--- src/rtl/dmadir_pkg.sv ---
package dmadir_pkg;
  localparam logic [7:0] OP_PACKET    = 8'hA0;
  localparam int         FEAT_DMA_BIT = 0;
  localparam int         FEAT_DIR_BIT = 2;

  typedef enum logic [1:0] {
    DIR_WRITE  = 2'd0,
    DIR_READ   = 2'd1,
    DIR_UNSUPP = 2'd2
  } dir_e;

  typedef enum logic [1:0] {
    ST_IDLE  = 2'd0,
    ST_ARMED = 2'd1,
    ST_XFER  = 2'd2,
    ST_PIO   = 2'd3
  } st_e;
endpackage

--- src/rtl/dmadir_sync.sv ---
module dmadir_sync #(
  parameter int STAGES = 2
) (
  input  logic clk_i,
  input  logic rst_ni,
  input  logic d_i,
  output logic lvl_o,
  output logic rise_o
);
  logic [STAGES-1:0] chain_q;
  logic              prev_q;

  always_ff @(posedge clk_i or negedge rst_ni) begin
    if (!rst_ni) begin
      chain_q <= '0;
      prev_q  <= 1'b0;
    end else begin
      chain_q[0] <= d_i;
      for (int i = 1; i < STAGES; i++) chain_q[i] <= chain_q[i-1];
      prev_q <= chain_q[STAGES-1];
    end
  end

  assign lvl_o  = chain_q[STAGES-1];
  assign rise_o = chain_q[STAGES-1] & ~prev_q;
endmodule

--- src/rtl/dmadir_cmd.sv ---
module dmadir_cmd
  import dmadir_pkg::*;
#(
  parameter int NUM_DEV = 2,
  parameter int DEV_W   = 1
) (
  input  logic               clk_i,
  input  logic               rst_ni,
  input  logic               soft_rst_i,
  input  logic               feat_wr_i,
  input  logic [7:0]         feat_data_i,
  input  logic [7:0]         cmd_data_i,
  input  logic [DEV_W-1:0]   dev_sel_i,
  input  logic [NUM_DEV-1:0] dir_en_i,
  input  logic               fb_read_i,
  output logic               is_dma_o,
  output logic               is_pio_o,
  output dir_e               dir_o
);
  logic [7:0] feat_q;
  logic [7:0] feat_eff;
  logic       dev_en;

  always_ff @(posedge clk_i or negedge rst_ni) begin
    if (!rst_ni)         feat_q <= '0;
    else if (soft_rst_i) feat_q <= '0;
    else if (feat_wr_i)  feat_q <= feat_data_i;
  end

  // same-cycle features write is forwarded
  assign feat_eff = feat_wr_i ? feat_data_i : feat_q;

  always_comb begin
    dev_en = 1'b0;
    for (int n = 0; n < NUM_DEV; n++)
      if (int'(dev_sel_i) == n) dev_en = dir_en_i[n];
  end

  assign is_dma_o = (cmd_data_i == OP_PACKET) &&  feat_eff[FEAT_DMA_BIT];
  assign is_pio_o = (cmd_data_i == OP_PACKET) && !feat_eff[FEAT_DMA_BIT];

  always_comb begin
    if (dev_en)         dir_o = feat_eff[FEAT_DIR_BIT] ? DIR_READ : DIR_WRITE;
    else if (fb_read_i) dir_o = DIR_READ;
    else                dir_o = DIR_UNSUPP;
  end
endmodule

--- src/rtl/dmadir_fsm.sv ---
module dmadir_fsm
  import dmadir_pkg::*;
(
  input  logic clk_i,
  input  logic rst_ni,
  input  logic soft_rst_i,
  input  logic cmd_wr_i,
  input  logic is_dma_i,
  input  logic is_pio_i,
  input  dir_e dir_i,
  input  logic dmarq_lvl_i,
  input  logic dmarq_rise_i,
  output logic act_o,
  output logic rd_o,
  output logic unsupp_o,
  output logic pio_o
);
  st_e  st_q;
  dir_e dir_q;

  always_ff @(posedge clk_i or negedge rst_ni) begin
    if (!rst_ni) begin
      st_q     <= ST_IDLE;
      dir_q    <= DIR_WRITE;
      act_o    <= 1'b0;
      rd_o     <= 1'b0;
      unsupp_o <= 1'b0;
    end else if (soft_rst_i) begin
      st_q     <= ST_IDLE;
      dir_q    <= DIR_WRITE;
      act_o    <= 1'b0;
      rd_o     <= 1'b0;
      unsupp_o <= 1'b0;
    end else if (cmd_wr_i) begin
      // command write wins over a same-cycle request edge
      act_o    <= 1'b0;
      rd_o     <= 1'b0;
      unsupp_o <= 1'b0;
      dir_q    <= dir_i;
      if (is_dma_i)      st_q <= ST_ARMED;
      else if (is_pio_i) st_q <= ST_PIO;
      else               st_q <= ST_IDLE;
    end else begin
      act_o <= 1'b0;
      unique case (st_q)
        ST_ARMED: if (dmarq_rise_i) begin
          st_q     <= ST_XFER;
          act_o    <= (dir_q == DIR_WRITE);
          rd_o     <= (dir_q == DIR_READ);
          unsupp_o <= (dir_q == DIR_UNSUPP);
        end
        ST_XFER: if (!dmarq_lvl_i) begin
          st_q <= ST_IDLE;
          rd_o <= 1'b0;
        end
        default: ;
      endcase
    end
  end

  assign pio_o = (st_q == ST_PIO);
endmodule

--- src/rtl/dma_dir_resolver.sv ---
module dma_dir_resolver
  import dmadir_pkg::*;
#(
  parameter int NUM_DEV     = 2,
  parameter int SYNC_STAGES = 2,
  localparam int DEV_W      = (NUM_DEV > 1) ? $clog2(NUM_DEV) : 1
) (
  input  logic               clk_i,
  input  logic               rst_ni,
  input  logic               soft_rst_i,
  input  logic               feat_wr_i,
  input  logic [7:0]         feat_data_i,
  input  logic               cmd_wr_i,
  input  logic [7:0]         cmd_data_i,
  input  logic [DEV_W-1:0]   dev_sel_i,
  input  logic [NUM_DEV-1:0] dir_en_i,
  input  logic               fb_read_i,
  input  logic               dmarq_i,
  output logic               dma_act_o,
  output logic               data_in_o,
  output logic               unsupp_o,
  output logic               pio_o
);
  logic dmarq_lvl, dmarq_rise;
  logic is_dma, is_pio;
  dir_e dir_res;

  dmadir_sync #(.STAGES(SYNC_STAGES)) u_sync (
    .clk_i  (clk_i),
    .rst_ni (rst_ni),
    .d_i    (dmarq_i),
    .lvl_o  (dmarq_lvl),
    .rise_o (dmarq_rise)
  );

  dmadir_cmd #(.NUM_DEV(NUM_DEV), .DEV_W(DEV_W)) u_cmd (
    .clk_i       (clk_i),
    .rst_ni      (rst_ni),
    .soft_rst_i  (soft_rst_i),
    .feat_wr_i   (feat_wr_i),
    .feat_data_i (feat_data_i),
    .cmd_data_i  (cmd_data_i),
    .dev_sel_i   (dev_sel_i),
    .dir_en_i    (dir_en_i),
    .fb_read_i   (fb_read_i),
    .is_dma_o    (is_dma),
    .is_pio_o    (is_pio),
    .dir_o       (dir_res)
  );

  dmadir_fsm u_fsm (
    .clk_i        (clk_i),
    .rst_ni       (rst_ni),
    .soft_rst_i   (soft_rst_i),
    .cmd_wr_i     (cmd_wr_i),
    .is_dma_i     (is_dma),
    .is_pio_i     (is_pio),
    .dir_i        (dir_res),
    .dmarq_lvl_i  (dmarq_lvl),
    .dmarq_rise_i (dmarq_rise),
    .act_o        (dma_act_o),
    .rd_o         (data_in_o),
    .unsupp_o     (unsupp_o),
    .pio_o        (pio_o)
  );
endmodule

--- config.mk ---
export PLATFORM = sky130hd
export DESIGN_NAME = dma_dir_resolver
export DESIGN_NICKNAME = d
export VERILOG_FILES = /design/src/rtl/dmadir_pkg.sv /design/src/rtl/dmadir_sync.sv /design/src/rtl/dmadir_cmd.sv /design/src/rtl/dmadir_fsm.sv /design/src/rtl/dma_dir_resolver.sv
export SDC_FILE = /design/constraint.sdc
export NUM_CORES = 1
export LEC_CHECK = 0
export BUFFER_PORTS_ARGS = -buffer_cell sky130_fd_sc_hd__buf_4
export CAP_MARGIN = 20
export CORE_MARGIN = 2
export CORE_UTILIZATION = 45
export CTS_BUF_LIST = sky130_fd_sc_hd__clkbuf_8
export DETAILED_ROUTE_END_ITERATION = 6
export MAX_ROUTING_LAYER = met4
export PLACE_DENSITY_LB_ADDON = 0.12
export SYNTH_ARGS = -nofsm -noshare
export SYNTH_HDL_FRONTEND = slang
export SYNTH_SLANG_ARGS = --single-unit
--- constraint.sdc ---
create_clock -name clk_i -period 1.6 [get_ports clk_i]
set_input_delay 0.08 -clock clk_i [delete_from_list [all_inputs] [get_ports clk_i]]
set_output_delay 0.08 -clock clk_i [all_outputs]
set_load 0.01 [all_outputs]
==> results of run 1 <==
==> power breakdown <==
part / switching (mW) / total, mW / internal [mW] / leakage [nW]
Clock: 0.0953 / 0.260 / 0.165 / 0.0216
Combinational: 0.0372 / 0.0906 / 0.0534 / 0.223
Sequential: 0.00817 / 0.324 / 0.315 / 0.158
==> worst min path at each step <==
stage	from	to	slack, ns	cells past startpoint
after floorplan	rst_ni	u_cmd.feat_q[0]	-0.22	0
after global routing	cmd_wr_i	u_fsm.rd_o	0.09	2
after detailed placement	rst_ni	u_fsm.unsupp_o	-0.07	1
after CTS	cmd_wr_i	u_fsm.rd_o	0.08	2
after global placement	rst_ni	u_fsm.unsupp_o	-0.07	1
final	soft_rst_i	u_fsm.rd_o	0.09	2
==> flip-flops by register name, summed over array words and instances, names as in the netlist <==
name and flops:
u_cmd.feat_q 2, u_fsm.dir_q 2, u_fsm.st_q 2, u_sync.chain_q 2
u_fsm.act_o 1, u_fsm.rd_o 1, u_sync.prev_q 1, u_fsm.unsupp_o 1
==> cell families (layout without fill, tap and decap cells) <==
group,Yosys count,in the layout
AND/OR/NAND/NOR,23,23
flip-flops,12,12
AO/OA/AOI/OAI,5,5
multiplexers,5,5
buffers and inverters,5,31
adder cells (fa/ha/maj),3,3
==> per-stage QoR <==
| stage | hold WS [ns] | total power [mW] | cell area (um^2) | util | setup slack, ns |
|---|---|---|---|---|---|
| floorplan | -0.2156 | 0.3642 | 585.6 | - | 0.2190 |
| finish | 0.08532 | 0.6742 | 837.1 | 0.7240 | 0.1279 |
| CTS | 0.07956 | 0.6811 | 825.8 | 0.7143 | 0.05983 |
| global route | 0.09257 | 0.7075 | 837.1 | 0.7240 | 0.01059 |
| detailed placement | -0.07405 | 0.4129 | 764.5 | 0.6613 | 0.06640 |
| global placement | -0.07354 | 0.4101 | 764.5 | 0.6613 | 0.1173 |
==> cell usage in the layout, fill, tap and decap left out, types with 2 or more instances in the layout <==
| master | n |
|---|---|
| buf_4 | 23 |
| nor4b_1 | 2 |
| mux2i_1 | 4 |
| nor3_1 | 5 |
| clkbuf_8 | 3 |
| nand2_1 | 2 |
| dlygate4sd3_1 | 2 |
| nor3b_1 | 2 |
| dfrtp_1 | 12 |
| inv_1 | 3 |
| ha_1 | 3 |
| nor2_1 | 7 |
==> routing by layer <==
layer,GRT usage,share of wire,vias to the layer above
met5,-,0,-
met4,0.05172,0,0
met3,0.03333,0.040,0
met2,0.2984,0.50,12
met1,0.2199,0.46,223
li1,-,-,243
==> final cells by class <==
type	instances	area [um^2]
flip-flops and latches	12	300.3
inverters	3	11.26
repair buffers	25	192.7
well taps	14	17.52
clock buffers	3	41.29
fillers	88	319.1
multi-input cells	36	274.0
==> what timing repair did <==
item | in CTS | in global routing
gates resized for setup | 0 | 1
buffers inserted | 0 | 0
endpoints found under the setup margin | 0 | 1
hold buffers | 2 | 0
endpoints found under the hold margin | 13 | 0
==> critical path: stages (launching register included) <==
cell and delay [ns]:
dfrtp_1 0.39, inv_1 0.06, ha_1 0.25, a221oi_4 0.35, mux2i_1 0.25, nor3_2 0.05
==> flow_summary.json, run 1 <==
{
  "max_freq_ghz": 0.6793,
  "wl_per_cell_um": 12.85,
  "critPathArrivalTime_ns": 1.59,
  "synth_top_family_by_area": "simple AND/OR/NAND/NOR gates",
  "layout.nets": 110,
  "cp-start-kind": "flip-flop",
  "synth-compound-area-share": 0.07479,
  "syn2layout_area_growth_pct": 42.95,
  "instances_no_fill": 93,
  "cts_tree": "yes",
  "cap_violations": 0,
  "synth_seq_cells": 12,
  "yosys.area_share.simple": 0.2222,
  "r2r_slack_ns": 0.13,
  "period_minus_slack_ns": 1.472,
  "synth_top_area_cell": "dfrtp_1",
  "timing.rr.start": "u_fsm.st_q[0]",
  "vdd_drop_max_mv": 0.5849,
  "fp.dieW_um": 40.07,
  "synth.top_cells.by_count": "12 x dfrtp_1, 7 x nor2_1, 5 x nor3_1",
  "antenna_found_initial": 0,
  "worstSetupPathType": "flip-flop to flip-flop",
  "io_buffers": 23,
  "gp_congestion": 0.6586,
  "dp.cells": 88,
  "yosysSeqAreaShare": 0.5128,
  "finalSetupTns_ns": 0,
  "grt_overflow": 0,
  "synth-async-reset-ratio": 1.000,
  "via_count": 478,
  "ys_types": 22,
  "drc": 0,
  "htreeDepth": 1,
  "cts_max_path_buffers": 2,
  "synth_fa_ha_area_frac": 0.06410,
  "slew_headroom": 0.8045,
  "clockRootBuffer": "clkbuf_8",
  "dieArea_um2": 1606,
  "viasPerCell": 5.140,
  "hpwl_um": 964.3,
  "powerDensity_nw_per_um2": 805.4,
  "num_antenna_cells": 0,
  "crit_required_ns": 1.72,
  "cts_made_buffers": 3,
  "crit_path_start": "u_fsm.st_q[0]",
  "synth.most_common_cell": "dfrtp_1",
  "grt_pass1_vias": 455,
  "post-route-period-util": 0.9201,
  "worstSkewPairLatency_ns": 0.23,
  "rsz0062_at_grt": "no",
  "pin_count": 30,
  "drtPass1Iterations": 4,
  "min_path_type": "input port to flip-flop",
  "clock-sinks": 12,
  "synthMuxAreaShare": 0.08761,
  "worstRegToRegCells": 5,
  "status": "finished, final reports clean",
  "ant_nets": 0,
  "drv_slew": 0,
  "track_usage": 0.1792,
  "dieHeight_um": 40.07,
  "grt_max_degree": 13,
  "synth_edf_count": 0,
  "crit_path_max_fanout": 4,
  "worst_setup_path_end_kind": "flip-flop",
  "yosysWarnings": 0,
  "synth_nets": 82,
  "netlist_top_cells_area": "dfrtp_1 51%, mux2i_1 6.8%, ha_1 6.4%, nor2_1 4.5%, nor3_1 4.3%",
  "clkTransAtPathRegs_ns": 0.05,
  "drt_wl_total_um": 1195,
  "avgSynthCellArea_um2": 11.05,
  "grt_pass1_wl_um": 1842,
  "ys.flop_type": "dfrtp_1",
  "fin_worst_skew_ns": 0.003182,
  "num_rows": 12,
  "p_leak_nw": 0.4019,
  "worst_pin_slew_ns": 0.2911,
  "setup_viol": 0,
  "core_area_um2": 1156,
  "syn-instance-count": 53,
  "synth_area_um2": 585.6,
  "setup.worst_path.end": "u_fsm.rd_o",
  "synth_top_area_share": 0.5128,
  "hold_violations": 0,
  "layout-drive-gt1-share": 0.3671,
  "regToRegEndpoint": "u_fsm.rd_o",
  "drt_iter0_markers": 4,
  "floorplan.initialDensity": 0.5065,
  "synth-xor-area-share": 0
}
Note: power is estimated with default switching activity, not from simulation.
==> run 2, diff against run 1 <==
--- a/config.mk
+++ b/config.mk
@@ -5,10 +5,11 @@
 export SDC_FILE = /design/constraint.sdc
 export NUM_CORES = 1
 export LEC_CHECK = 0
+export ABC_AREA = 1
 export BUFFER_PORTS_ARGS = -buffer_cell sky130_fd_sc_hd__buf_4
 export CAP_MARGIN = 20
 export CORE_MARGIN = 2
-export CORE_UTILIZATION = 45
+export CORE_UTILIZATION = 46
 export CTS_BUF_LIST = sky130_fd_sc_hd__clkbuf_8
 export DETAILED_ROUTE_END_ITERATION = 6
 export MAX_ROUTING_LAYER = met4
==> constraint.sdc (replaced) <==
create_clock -name clk_i -period 1.6 [get_ports clk_i]
set_input_delay 0.24 -clock clk_i [delete_from_list [all_inputs] [get_ports clk_i]]
set_output_delay 0.24 -clock clk_i [all_outputs]
set_load 0.01 [all_outputs]
==> run 2 against run 1 <==
  * Clock skew grew 0.0077 ns
  * Fmax grew 12%
  * First-iteration DRC count increased to 3.0 times the previous value
  * Via count rose by 17%
  * Power is 13% higher
  * Cell count grew 28%
  * Routed wire length is 3.3% higher
  * Setup slack better by 0.16 ns
  * Die area grew 2.2%
  * Largest power group is now clock
==> flow_summary.json, run 2 <==
{
  "status": "finished, final reports clean",
  "track_usage": 0.2163,
  "crit_required_ns": 1.78,
  "powerDensity_nw_per_um2": 879.9,
  "crit_path_max_fanout": 3,
  "drc": 0,
  "grt_pass1_vias": 509,
  "clkTransAtPathRegs_ns": 0.06,
  "whs_ns": 0.1049,
  "drv_slew": 0,
  "worst_pin_slew_ns": 0.2598,
  "slew_headroom": 0.8250,
  "mostFrequentLayoutCell": "buf_4",
  "grt_max_degree": 13,
  "synth_area_um2": 613.1,
  "fillCellCount": 104,
  "power_frac_seq": 0.425,
  "cp_common_cell": "nand2_1",
  "fin_worst_skew_ns": 0.01088,
  "dieHeight_um": 40.51,
  "combPwrFrac": 0.126,
  "cp_cell_sequence": "inv_1 -> ha_1 -> a21oi_1 -> nand2_1 -> nand2_2 -> nand2_1 -> o21ai_1",
  "hp-start": "dmarq_i",
  "min_path_type": "input port to flip-flop",
  "p_leak_nw": 0.4742,
  "hold_violations": 0,
  "floorplan.initialDensity": 0.4832,
  "p_int_mw": 0.5849,
  "sw_frac_of_total": 0.2356,
  "regToRegEndpoint": "u_fsm.rd_o",
  "p_clk_frac": 0.449,
  "synth_seq_cells": 12,
  "max_freq_ghz": 0.7637,
  "gp_congestion": 0.6743,
  "wl_per_cell_um": 10.38,
  "via_count": 559,
  "rsz0062_at_grt": "no",
  "cts_tree": "yes",
  "hpwl_um": 915.7,
  "drtPass1Iterations": 4,
  "slowest_delay_ns": 0.38,
  "num_antenna_cells": 0,
  "layout-drive-gt1-share": 0.3269,
  "synth-async-reset-ratio": 1.000,
  "post-route-period-util": 0.8184,
  "worstSetupPathType": "flip-flop to flip-flop",
  "io_buffers": 23,
  "timing.rr.start": "u_fsm.st_q[0]",
  "worstSkewPairLatency_ns": 0.25,
  "worst_setup_path_end_kind": "flip-flop",
  "synth_nets": 105,
  "setup_viol": 0,
  "cap_violations": 0,
  "switchingPower_mw": 0.1803,
  "avgSynthCellArea_um2": 8.067,
  "layout.nets": 134,
  "ys.flop_type": "dfrtp_1",
  "finalSetupTns_ns": 0,
  "htreeDepth": 1,
  "core_area_um2": 1269,
  "syn-instance-count": 76,
  "ant_nets": 0,
  "cts_setup_buffers": 0,
  "pin_count": 30,
  "cpMaxStageDelayCell": "dfrtp_1",
  "drt_iter0_markers": 12,
  "num_rows": 13,
  "period_minus_slack_ns": 1.309,
  "drt_wl_total_um": 1235,
  "synth_top_area_cell": "dfrtp_1",
  "netlist_top_cells_area": "dfrtp_1 49%, nand2_1 12%, inv_1 8.0%, ha_1 6.1%, o21ai_1 3.3%",
  "worstRegToRegCells": 7,
  "cts_max_path_buffers": 2,
  "synth.most_common_cell": "nand2_1",
  "yosysSeqAreaShare": 0.4898,
  "synth_top_area_share": 0.4898,
  "dieArea_um2": 1641,
  "synth.top_cells.by_count": "20 x nand2_1, 13 x inv_1, 12 x dfrtp_1",
  "fp.dieW_um": 40.51,
  "r2r_slack_ns": 0.29,
  "ys_types": 19,
  "final_cell_mix": "23 x buf_4, 20 x nand2_1, 13 x inv_1, 12 x dfrtp_1",
  "setup.worst_path.end": "u_fsm.rd_o",
  "antenna_found_initial": 0,
  "critPathArrivalTime_ns": 1.49,
  "crit_path_start": "u_fsm.st_q[0]",
  "clock-sinks": 12,
  "viasPerCell": 4.697,
  "grt_pass1_wl_um": 2111,
  "clockRootBuffer": "clkbuf_8",
  "grt_overflow": 0,
  "cts_made_buffers": 3,
  "syn2layout_area_growth_pct": 41.84,
  "synth_edf_count": 0,
  "cp-start-kind": "flip-flop",
  "yosysWarnings": 0,
  "vdd_drop_max_mv": 0.5997
}
run 2: kinds of logic (layout without fill, tap and decap cells):
group                      count (synthesis)  count (layout)  share of synthesized area
AOI/OAI and AO/OA                          9               9                    0.07552
adders and majority gates                  3               3                    0.06123
buffers and inverters                     16              44                    0.09796
DFF                                       12              12                     0.4898
and+or+nand+nor                           36              36                     0.2755
run 2: per-stage QoR:
stage	area, um^2	power (mW)	std cells	util	worst slack (ns)
after floorplan	613.1	0.3694	76	-	0.4104
after global placement	804.5	0.4227	114	0.6341	0.3460
after detailed placement	804.5	0.4256	114	0.6341	0.3050
after CTS	869.6	0.7715	119	0.6854	0.2837
after global routing	869.6	0.7999	119	0.6854	0.1955
final	869.6	0.7652	119	0.6854	0.2905
run 2: worst min path at each step:
stage	endpoint	cells past startpoint
finish	u_sync.chain_q[0]	1
global route	u_sync.chain_q[0]	1
floorplan	u_cmd.feat_q[0]	0
global placement	u_cmd.feat_q[0]	1
CTS	u_sync.chain_q[0]	1
detailed placement	u_cmd.feat_q[0]	1
run 2: critical path: cells and delay by family (launching register included):
family	cells	cell delay [ns]
adders and majority gates	1	0.29
DFF	1	0.38
and+or+nand+nor	3	0.24
AOI/OAI and AO/OA	2	0.26
buffers and inverters	1	0.07
run 2: per-layer routing:
metal  routed length [um]  global-route usage  up-vias
met1                  526              0.2551      248
li1                     -                   -      286
met5                    0                   -        -
met3                   71             0.06667        5
met2                  596              0.3095       20
met4                   41              0.1500        0
run 2: final cells by class:
| cell class | instances | area [um^2] | share of cell area |
|---|---|---|---|
| well taps | 15 | 18.77 | 0.02158 |
| repair buffers | 24 | 182.7 | 0.2101 |
| clock buffers | 4 | 55.05 | 0.06331 |
| inverters | 16 | 60.06 | 0.06906 |
| flip-flops and latches | 12 | 300.3 | 0.3453 |
| multi-input cells | 48 | 252.7 | 0.2906 |
run 2: power by group through the flow:
stage,Clock [mW],Sequential [mW],Combinational [mW]
floorplan,0,0.328,0.0412
global placement,0,0.330,0.0929
detailed placement,0,0.330,0.0955
CTS,0.348,0.325,0.0983
global route,0.362,0.327,0.111
finish,0.343,0.325,0.0967
run 2: timing repair:
item                      4_1_cts  5_1_grt
hold endpoints to repair       12        0
hold buffers                    1        0
gates resized for setup         0        0
==> run 3, diff against run 2 <==
--- a/config.mk
+++ b/config.mk
@@ -9,7 +9,7 @@
 export BUFFER_PORTS_ARGS = -buffer_cell sky130_fd_sc_hd__buf_4
 export CAP_MARGIN = 20
 export CORE_MARGIN = 2
-export CORE_UTILIZATION = 46
+export CORE_UTILIZATION = 41
 export CTS_BUF_LIST = sky130_fd_sc_hd__clkbuf_8
 export DETAILED_ROUTE_END_ITERATION = 6
 export MAX_ROUTING_LAYER = met4
==> constraint.sdc (replaced) <==
create_clock -name clk_i -period 1.1 [get_ports clk_i]
set_input_delay 0.165 -clock clk_i [delete_from_list [all_inputs] [get_ports clk_i]]
set_output_delay 0.165 -clock clk_i [all_outputs]
set_load 0.01 [all_outputs]
==> run 3 against run 2 <==
  * Critical path depth grew 1
  * The flow now finishes with violations (negative setup slack)
  * Setup slack worse by 0.41 ns
  * Power increased by 45%
  * Combinational power grew 68%
  * Global-route usage shrank 4.0 points
  * Sequential cell count unchanged
  * Fmax rose by 7.5%
  * Sequential share of layout area decreased by 2.7 points
  * Sequential power increased by 46%
  * Cell area increased by 8.5%
  * Register-to-register slack lost 0.41 ns
  * Routed wire length grew 3.0%
==> flow_summary.json, run 3 (same netlist as run 2, synthesis figures left out) <==
{
  "hold_violations": 0,
  "layout-drive-gt1-share": 0.4220,
  "ant_nets": 0,
  "crit_required_ns": 1.28,
  "gp_congestion": 0.7147,
  "grt_overflow": 0,
  "floorplan.initialDensity": 0.4541,
  "setup_slack_ns": -0.1178,
  "drv_slew": 0,
  "min_path_type": "input port to flip-flop",
  "num_rows": 13,
  "layout.nets": 139,
  "p_leak_nw": 0.4993,
  "dieArea_um2": 1821,
  "crit_path_max_fanout": 3,
  "worstSetupPathType": "flip-flop to flip-flop",
  "post-route-period-util": 1.107,
  "drc": 0,
  "clock-sinks": 12,
  "instances_no_fill": 124,
  "fp.dieW_um": 42.67,
  "whs_ns": 0.03106,
  "via_count": 565,
  "dieHeight_um": 42.67,
  "max_freq_ghz": 0.8212,
  "cts_tree": "yes",
  "drt_wl_total_um": 1272,
  "met2_length_um": 675,
  "drt-met1-wl_um": 519,
  "setup_viol": 6,
  "cts_max_path_buffers": 2,
  "drt_iter0_markers": 9,
  "final_util": 0.6988,
  "fin_worst_skew_ns": 0.001769,
  "grt_max_degree": 13,
  "antenna_found_initial": 0,
  "period_minus_slack_ns": 1.218,
  "p_clk_frac": 0.428,
  "finalSetupTns_ns": -0.6150,
  "wl_per_cell_um": 10.26,
  "track_usage": 0.1761,
  "highest_layer": "met4",
  "combPwrFrac": 0.146,
  "num_antenna_cells": 0,
  "viasPerCell": 4.556,
  "core_area_um2": 1350,
  "clockRootBuffer": "clkbuf_8",
  "syn2layout_area_growth_pct": 53.88,
  "worstSkewPairLatency_ns": 0.24,
  "wl_met3_um": 58,
  "switchingPower_mw": 0.2453,
  "rsz0062_at_grt": "yes",
  "cap_violations": 0,
  "final_cell_mix": "26 x buf_4, 18 x nand2_1, 12 x inv_1, 12 x dfrtp_1",
  "status": "finished with violations",
  "io_buffers": 23,
  "dp.cells": 118,
  "critPathArrivalTime_ns": 1.40,
  "fillCellCount": 114,
  "p_int_mw": 0.8646,
  "pin_count": 30,
  "cts_made_buffers": 3,
  "powerDensity_nw_per_um2": 1176,
  "slew_headroom": 0.8328,
  "worst_setup_path_end_kind": "flip-flop",
  "drtPass1Iterations": 2,
  "vdd_drop_max_mv": 0.7107,
  "failed_checks": "negative setup slack",
  "htreeDepth": 1,
  "grt_pass1_wl_um": 2304,
  "sw_frac_of_total": 0.2210,
  "power_frac_seq": 0.426,
  "cp-start-kind": "flip-flop",
  "grt_pass1_vias": 568,
  "worst_pin_slew_ns": 0.2482,
  "clkTransAtPathRegs_ns": 0.05,
  "hpwl_um": 931.9,
  "mostFrequentLayoutCell": "buf_4"
}
==> run 3: cell count changes in the layout (fill, tap and decap cells not counted), sizes merged <==
| cell | delta |
|---|---|
| buf | +5 |
==> run 3: through the flow <==
| step | cell area [um^2] | power (mW) | setup WS, ns |
|---|---|---|---|
| floorplan | 615.6 | 0.5388 | -0.07173 |
| global placement | 837.1 | 0.6244 | -0.1284 |
| detailed placement | 837.1 | 0.6274 | -0.1338 |
| CTS | 934.6 | 1.118 | -0.1349 |
| global route | 943.4 | 1.163 | -0.2053 |
| finish | 943.4 | 1.110 | -0.1178 |
==> run 3: worst max-delay path, stage by stage (launching register included) <==
cell and delay [ns]:
dfrtp_1 0.40, ha_1 0.29, a21oi_2 0.10, nand2_1 0.07
nand2_2 0.09, nand2_2 0.06, inv_1 0.05, nand2_1 0.05
nand2_1 0.05
==> run 3: layout make-up <==
cell class | instances | area [um^2] | share of cell area
timing repair buffer | 29 | 227.7 | 0.2414
tap | 15 | 18.77 | 0.01989
clock buffer | 4 | 55.05 | 0.05836
sequential | 12 | 300.3 | 0.3183
multi-input combinational | 48 | 281.5 | 0.2984
inverter | 16 | 60.06 | 0.06366
==> run 3: layer usage <==
layer / track usage / vias to the layer above
met1: 0.1833 / 247
met4: 0.09375 / 0
li1: - / 298
met3: 0.03830 / 4
met5: - / -
met2: 0.3061 / 16
==> run 3: worst paths after layout <==
check                                       start           endpoint  slack [ns]  depth (start not counted)
max in group asynchronous                  rst_ni     u_fsm.dir_q[0]        0.64                          2
worst min-delay path                      dmarq_i  u_sync.chain_q[0]        0.03                          1
worst min register to register  u_sync.chain_q[0]  u_sync.chain_q[1]        0.35                          0
min in group asynchronous                  rst_ni      u_fsm.st_q[0]        0.30                          2
worst max-delay path                u_fsm.st_q[1]      u_fsm.st_q[1]       -0.12                          8
worst max register to register      u_fsm.st_q[1]      u_fsm.st_q[1]       -0.12                          8
==> run 3: power groups by stage <==
stage	sequential, mW	combinational [mW]	clock, mW
2_1_floorplan	0.477	0.0614	0
3_3_place_gp	0.479	0.146	0
3_5_place_dp	0.479	0.149	0
4_1_cts	0.473	0.161	0.485
5_1_grt	0.475	0.183	0.505
6_report	0.473	0.162	0.475
==> run 3: repair_timing <==
| item | in CTS | in global routing |
|---|---|---|
| pin swaps | 4 | 0 |
| hold buffers | 1 | 0 |
| endpoints found under the setup margin | 6 | 6 |
| setup buffers | 1 | 0 |
| endpoints found under the hold margin | 12 | 0 |
| resized for setup | 5 | 4 |
